$ cat src/rtl/cla_pkg.sv
package cla_pkg;

    // Slice-level carry terms: gen = carry out with zero carry-in,
    // prop = carry-in would pass through the slice.
    typedef struct packed {
        logic gen;
        logic prop;
    } gp_t;

    // Carry leaving a slice, given its terms and the carry entering it.
    function automatic logic carry_through(gp_t t, logic cin);
        return t.gen | (t.prop & cin);
    endfunction

endpackage

$ cat src/rtl/cla_blk_gp.sv
module cla_blk_gp
    import cla_pkg::*;
#(
    parameter int BLK = 4
) (
    input  logic [BLK-1:0] a,
    input  logic [BLK-1:0] b,
    output gp_t            gp
);

    gp_t         gp_d;
    logic [BLK:0] wrap0_d;
    logic [BLK:0] wrap1_d;

    always_comb begin
        gp_d.gen  = 1'b0;
        gp_d.prop = 1'b1;
        for (int i = 0; i < BLK; i++) begin
            gp_d.gen  = (a[i] & b[i]) | ((a[i] | b[i]) & gp_d.gen);
            gp_d.prop = gp_d.prop & (a[i] | b[i]);
        end
        wrap0_d = {1'b0, a} + {1'b0, b};
        wrap1_d = {1'b0, a} + {1'b0, b} + {{BLK{1'b0}}, 1'b1};

        blk_gen_chk: assert (gp_d.gen == wrap0_d[BLK])
            else $error("slice generate differs from arithmetic carry");

        blk_prop_chk: assert ((gp_d.gen | gp_d.prop) == wrap1_d[BLK])
            else $error("slice propagate differs from arithmetic carry");
    end

    assign gp = gp_d;

endmodule

$ cat src/rtl/cla_blk_sum.sv
module cla_blk_sum #(
    parameter int BLK = 4
) (
    input  logic [BLK-1:0] a,
    input  logic [BLK-1:0] b,
    input  logic           cin,
    output logic [BLK-1:0] sum,
    output logic           cout
);

    logic [BLK-1:0] sum_d;
    logic           c_d;
    logic [BLK:0]   ref_d;

    always_comb begin
        c_d = cin;
        for (int i = 0; i < BLK; i++) begin
            sum_d[i] = a[i] ^ b[i] ^ c_d;
            c_d      = (a[i] & b[i]) | (c_d & (a[i] ^ b[i]));
        end
        ref_d = {1'b0, a} + {1'b0, b} + {{BLK{1'b0}}, cin};

        blk_sum_chk: assert ({c_d, sum_d} == ref_d)
            else $error("slice ripple result wrong");
    end

    assign sum  = sum_d;
    assign cout = c_d;

endmodule

$ cat src/rtl/cla_adder.sv
module cla_adder
    import cla_pkg::*;
#(
    parameter int WIDTH = 32,
    parameter int BLK   = 4
) (
    input  logic [WIDTH-1:0] op_a,
    input  logic [WIDTH-1:0] op_b,
    input  logic             carry_in,
    output logic [WIDTH-1:0] sum_out,
    output logic             carry_out
);

    localparam int NBLK = WIDTH / BLK;

    // refuse a width that does not split into whole slices
    if ((WIDTH % BLK) != 0 || BLK < 1) begin : g_bad_split
        $error("WIDTH must be a positive multiple of BLK");
    end

    gp_t          gp_arr [NBLK];
    logic [NBLK:0] blk_c_d;
    logic [NBLK-1:0] rip_co;

    for (genvar j = 0; j < NBLK; j++) begin : g_slice
        cla_blk_gp #(.BLK(BLK)) u_gp (
            .a  (op_a[j*BLK +: BLK]),
            .b  (op_b[j*BLK +: BLK]),
            .gp (gp_arr[j])
        );
        cla_blk_sum #(.BLK(BLK)) u_sum (
            .a    (op_a[j*BLK +: BLK]),
            .b    (op_b[j*BLK +: BLK]),
            .cin  (blk_c_d[j]),
            .sum  (sum_out[j*BLK +: BLK]),
            .cout (rip_co[j])
        );
    end

    // Lookahead chain: one AND-OR step per slice
    always_comb begin
        blk_c_d[0] = carry_in;
        for (int j = 0; j < NBLK; j++) begin
            blk_c_d[j+1] = carry_through(gp_arr[j], blk_c_d[j]);
        end
    end

    // Cross-check the skip path against each slice's own ripple carry
    always_comb begin
        for (int j = 0; j < NBLK; j++) begin

            carry_link_chk: assert (rip_co[j] == blk_c_d[j+1])
                else $error("lookahead carry disagrees with slice ripple");

            carry_stop_chk: assert (gp_arr[j].prop || (blk_c_d[j+1] == gp_arr[j].gen))
                else $error("blocked slice passed its carry-in");
        end
    end

    assign carry_out = blk_c_d[NBLK];

endmodule

$ cat config.mk
export PLATFORM = sky130hd
export DESIGN_NAME = cla_adder
export DESIGN_NICKNAME = d
export VERILOG_FILES = /design/src/rtl/cla_pkg.sv /design/src/rtl/cla_blk_gp.sv /design/src/rtl/cla_blk_sum.sv /design/src/rtl/cla_adder.sv
export SDC_FILE = /design/constraint.sdc
export NUM_CORES = 1
export LEC_CHECK = 0
export BUFFER_PORTS_ARGS = -buffer_cell sky130_fd_sc_hd__buf_2
export CAP_MARGIN = 5
export CORE_UTILIZATION = 45
export DETAILED_ROUTE_END_ITERATION = 10
export PLACE_DENSITY = 0.83
export SKIP_LAST_GASP = 1
export SLEW_MARGIN = 25
export SYNTH_ARGS = -nofsm -noshare
export SYNTH_HDL_FRONTEND = slang
export SYNTH_SLANG_ARGS = --single-unit
export TNS_END_PERCENT = 5
$ cat constraint.sdc
create_clock -name vclk -period 4.45
set_input_delay 0.89 -clock vclk [all_inputs]
set_output_delay 0.89 -clock vclk [all_outputs]
set_load 0.05 [all_outputs]
Word-level counts from Yosys, hierarchy flattened
Cells that the tools add are included.
- logic and storage cells: 264
- output and inout bits: 33
- bits in registers: 0
- bitwise logic cells: 264
- operators with widths (cell ; count):
    AND 1 bit ; 112
    bitwise OR 1 bit ; 88
    XOR 1 bit ; 64

Logic depth before layout (Yosys ltp)
- depth after elaboration: 27
- gate-level depth with buffers: 13
- mapped depth without buffers: 13

Modules after synthesis
A second synthesis with hierarchy kept.
- cells, all modules: 191
- area, all modules: 1512.7 µm²
- modules (own cells, without submodules) (module ; sequential area each (µm²) ; times used ; area each (µm²) ; cells each):
    cla_blk_sum ; 0.0 ; 8 ; 117.6 ; 14
    cla_blk_gp ; 0.0 ; 8 ; 57.6 ; 8
    cla_adder ; 0.0 ; 1 ; 111.4 ; 15

Worst setup path after synthesis
OpenSTA, ideal clock, no wires.
- path type: input to output
- start: in op_a[1]
- end: out sum_out[19]
- setup slack: -439 ps
- data arrival time: 3999 ps
- required time: 3560 ps
- cell stages on the path: 11
- buffers on the path: 0
- cells stage by stage: ha_1 -> nor2_1 -> o21ai_0 -> a221o_1 -> a22oi_2 -> nand2b_1 -> a31o_2 -> fa_1 -> fa_1 -> fa_1 -> xor2_1
- word-level cells in the longest chain between the ends: 21
- elaborated cells between the ends (all ways): 26
- those cells by class: bitwise: 26
- ends and longest elaborated chain (element ; line ; text):
    start: declaration ; cla_adder.sv:7 ; input logic [WIDTH-1:0] op_a,
    bitwise OR 1 bit ; cla_blk_gp.sv:19, cla_blk_gp.sv:20 ;
    AND 1 bit ; cla_blk_gp.sv:19 ; gp_d.gen = (a[i] & b[i]) | ((a[i] | b[i]) & gp_d.gen);
    bitwise OR 1 bit ; cla_blk_gp.sv:19 ;
    AND 1 bit ; cla_blk_gp.sv:19 ;
    bitwise OR 1 bit ; cla_blk_gp.sv:19 ;
    AND 1 bit ; cla_blk_gp.sv:19 ;
    bitwise OR 1 bit ; cla_blk_gp.sv:19 ;
    bitwise OR 1 bit (*) ; cla_pkg.sv:12 ; return t.gen | (t.prop & cin);
    [... 5 more ...] ; -- ;
    bitwise OR 1 bit (*) ; cla_pkg.sv:12 ;
    AND 1 bit (*) ; cla_blk_sum.sv:19 ; c_d = (a[i] & b[i]) | (c_d & (a[i] ^ b[i]));
    bitwise OR 1 bit (*) ; cla_blk_sum.sv:19 ;
    AND 1 bit (*) ; cla_blk_sum.sv:19 ;
    bitwise OR 1 bit (*) ; cla_blk_sum.sv:19 ;
    AND 1 bit (*) ; cla_blk_sum.sv:19 ;
    bitwise OR 1 bit (*) ; cla_blk_sum.sv:19 ;
    XOR 1 bit (*) ; cla_blk_sum.sv:18 ; sum_d[i] = a[i] ^ b[i] ^ c_d;
    end: declaration ; cla_adder.sv:10 ; output logic [WIDTH-1:0] sum_out,
Every way passes the cells marked *; elsewhere a longest branch is shown, timed or not.

Worst setup path after layout
- start: in op_b[1]
- end: out sum_out[30]
- word-level cells in the longest chain between the ends: 25
- elaborated cells between the ends (all ways): 30
- those cells by class: bitwise: 30
- ends and longest elaborated chain (element ; line ; text):
    start: declaration ; cla_adder.sv:8 ; input logic [WIDTH-1:0] op_b,
    bitwise OR 1 bit ; cla_blk_gp.sv:19, cla_blk_gp.sv:20 ;
    AND 1 bit ; cla_blk_gp.sv:19 ;
    bitwise OR 1 bit ; cla_blk_gp.sv:19 ;
    AND 1 bit ; cla_blk_gp.sv:19 ;
    bitwise OR 1 bit ; cla_blk_gp.sv:19 ;
    AND 1 bit ; cla_blk_gp.sv:19 ;
    bitwise OR 1 bit ; cla_blk_gp.sv:19 ;
    bitwise OR 1 bit (*) ; cla_pkg.sv:12 ;
    [... 9 more ...] ; -- ;
    bitwise OR 1 bit (*) ; cla_pkg.sv:12 ;
    AND 1 bit (*) ; cla_pkg.sv:12 ;
    bitwise OR 1 bit (*) ; cla_pkg.sv:12 ;
    AND 1 bit (*) ; cla_blk_sum.sv:19 ;
    bitwise OR 1 bit (*) ; cla_blk_sum.sv:19 ;
    AND 1 bit (*) ; cla_blk_sum.sv:19 ;
    bitwise OR 1 bit (*) ; cla_blk_sum.sv:19 ;
    XOR 1 bit (*) ; cla_blk_sum.sv:18 ;
Marks and branches as above.

==> flow_summary.toml <==
[setup_path]
cp_cell_sequence = "buf_8 -> ha_4 -> nor2_2 -> o21ai_1 -> a221o_1 -> a22oi_2 -> buf_4 -> a211o_1 -> nand2_1 -> fa_2 -> fa_2 -> fa_2 -> buf_6"
cp_num_buf_inv = 3
crit_top_cell = "fa_2"
cp_num_cells = 13
cp_data_required_time_ns = 3.56
critPathTopFamily = "adder cells"
end_kind = "output port"
critPathKind = "in -> out"
setup.worst_path.start = "op_b[1]"
slowest_delay_ns = 0.54
cp_max_fo = 3
endpoint = "sum_out[30]"
critPathSlowestCell = "fa_2"
arrival_ns = 3.60
crit_path_start_kind = "input pin"

[power_and_ir_drop]
p_seq_share_pct = 0
power.share.clock_pct = 0
vdd_drop_max_v = 0.000119
switchingPower_uw = 393
pwr-share-comb_pct = 100.0
power.density_nw_per_um2 = 190
switching_share_pct = 65.8
leakagePower_nw = 1.83
p_int_uw = 205

[yosys]
netlist_instances = 234
ys_top_cells_by_count = "87 x inv_1, 64 x ha_1, 24 x fa_1, 13 x a21oi_1, 8 x xor2_1"
synth_top_area_share_pct = 40.0
syn_avg_cell_area_um2 = 8.55
yosys-top-cells-area = "ha_1 40%, fa_1 24%, inv_1 16%"
synth_most_common_cell = "inv_1"
synth-seq-area-share_pct = 0
synth_area_um2 = 2000
synth_cell_types = 27
synthesis.nets = 387
synth_top_area_cell = "ha_1"
yosys_warnings = 0

[drt]
vias_per_cell = 4.69
num_vias = 1955
dr_wl_met2_um = 3030
drt-pass1-iter-count = 4
wl_met1_um = 1640
top_layer = "met4"
met3_length_um = 215
drc_errors = 0
first_iter_violations = 26
wirelength_um = 5070
wl_per_cell_um = 12.2
final_antenna_net_count = 0

[final_layout]
multi_input_area_um2 = 1890
regArea_um2 = 0
syn2layout_area_growth_pct = 57.0
design.seq.count = 0
n_fill_cell = 307
final_util_pct = 75.8
stdcell_count = 417
antenna_cells = 0
final_layout_size_suffix_gt1_share_pct = 48.0
clkbuf_count = 0
finalNetCount = 522

[floorplanning]
ioPinCount = 98
die_h_um = 68.7
die_x_um = 68.7
initial_core_util_pct = 48.3
num_rows = 23
die-area_um2 = 4720
core_area_um2 = 4140

[global_routing]
antenna_found_initial = 0
grt_pass1_wl_um = 8150
grt_pass1_vias = 2116
grt.overflow.total = 0
track_usage_pct = 22.7
grt_max_degree = 4

[sta]
finalHoldViolCount = 0
setup_viol = 8
slew_viol_final = 0
fin_crit_sh_pct = 101
max_freq_mhz = 223
rsz0062_at_grt = "true"
fin_crit_ns = 4.49
timing.final.ws_setup_ns = -0.0389
relSlewSlack_pct = 74.5
worstMarginPinSlew_ns = 0.380

[placed_design]
dp_hpwl_um = 4210
port_buffers = 98
globalplace.congestion = 0.810
post-place-cells = 414

[min_path]
min-delay-start = "op_b[22]"
hold_path.class = "in -> out"
hold_path_depth = 3

[flow_run]
maxCapViolations = 0

[run_status]
violations = "negative setup slack"
outcome = "complete, but fails checks"
==> worst min-delay path by stage <==
stage,end,slack (ns)
final,sum_out[22],2.24
after detailed placement,sum_out[14],2.29
after CTS,sum_out[26],2.24
after global routing,sum_out[26],2.26
after global placement,sum_out[14],2.30
after floorplan,sum_out[15],2.16
==> cells in the final DEF, fill, tap and decap left out, drive strengths merged, types with 3 or more instances in the layout <==
| cell type | netlist | final |
|---|---|---|
| a21oi | 14 | 14 |
| buf | 0 | 132 |
| fa | 24 | 24 |
| ha | 64 | 64 |
| inv | 87 | 87 |
| nand2 | 3 | 3 |
| nand2b | 3 | 3 |
| nor2 | 3 | 3 |
| nor4 | 4 | 4 |
| o31ai | 4 | 4 |
| xor2 | 8 | 8 |
==> repair_timing <==
item,4_1_cts,5_1_grt
gates resized for setup,69,7
pin swaps,22,13
endpoints found under the setup margin,12,12
hold buffers,0,0
buffers inserted,2,1
==> routing by layer <==
layer,global-route usage (%),vias to the layer above
li1,-,948
met1,18.8,916
met2,51.7,71
met3,1.97,20
met4,8.33,0
met5,0,-
==> metrics by stage <==
step | TNS [ns] | hold slack (ns) | cell area (um2) | power [mW] | setup WS (ns)
3_5_place_dp | -3.05 | 2.29 | 2840 | 0.538 | -0.441
4_1_cts | -0.777 | 2.24 | 3110 | 0.590 | -0.100
6_report | -0.201 | 2.24 | 3140 | 0.598 | -0.0389
3_3_place_gp | -2.18 | 2.30 | 2840 | 0.523 | -0.355
2_1_floorplan | -0.501 | 2.16 | 2040 | 0.402 | -0.125
5_1_grt | -1.18 | 2.26 | 3140 | 0.643 | -0.126
==> power by group through the flow <==
stage / registers [mW] / clock network [mW] / logic, mW
floorplan: 0 / 0 / 0.402
global placement: 0 / 0 / 0.523
detailed placement: 0 / 0 / 0.538
CTS: 0 / 0 / 0.590
global route: 0 / 0 / 0.643
finish: 0 / 0 / 0.598
==> kinds of logic (layout without fill, tap and decap cells) <==
group                      count (synthesis)  count (layout)  synth area share (%)
AOI/OAI and AO/OA                         31              31                  10.5
buffers and inverters                     87             220                  16.3
xor gates and xnor gates                   8               8                  3.50
adders and majority gates                 88              88                  64.0
and+or+nand+nor                           20              20                  5.63
==> cell type report <==
| type | count | area share [%] |
|---|---|---|
| inverters | 87 | 10.4 |
| multi-input cells | 147 | 60.0 |
| well taps | 50 | 1.99 |
| repair buffers | 133 | 27.6 |
Power figures use the tool's default switching activity.
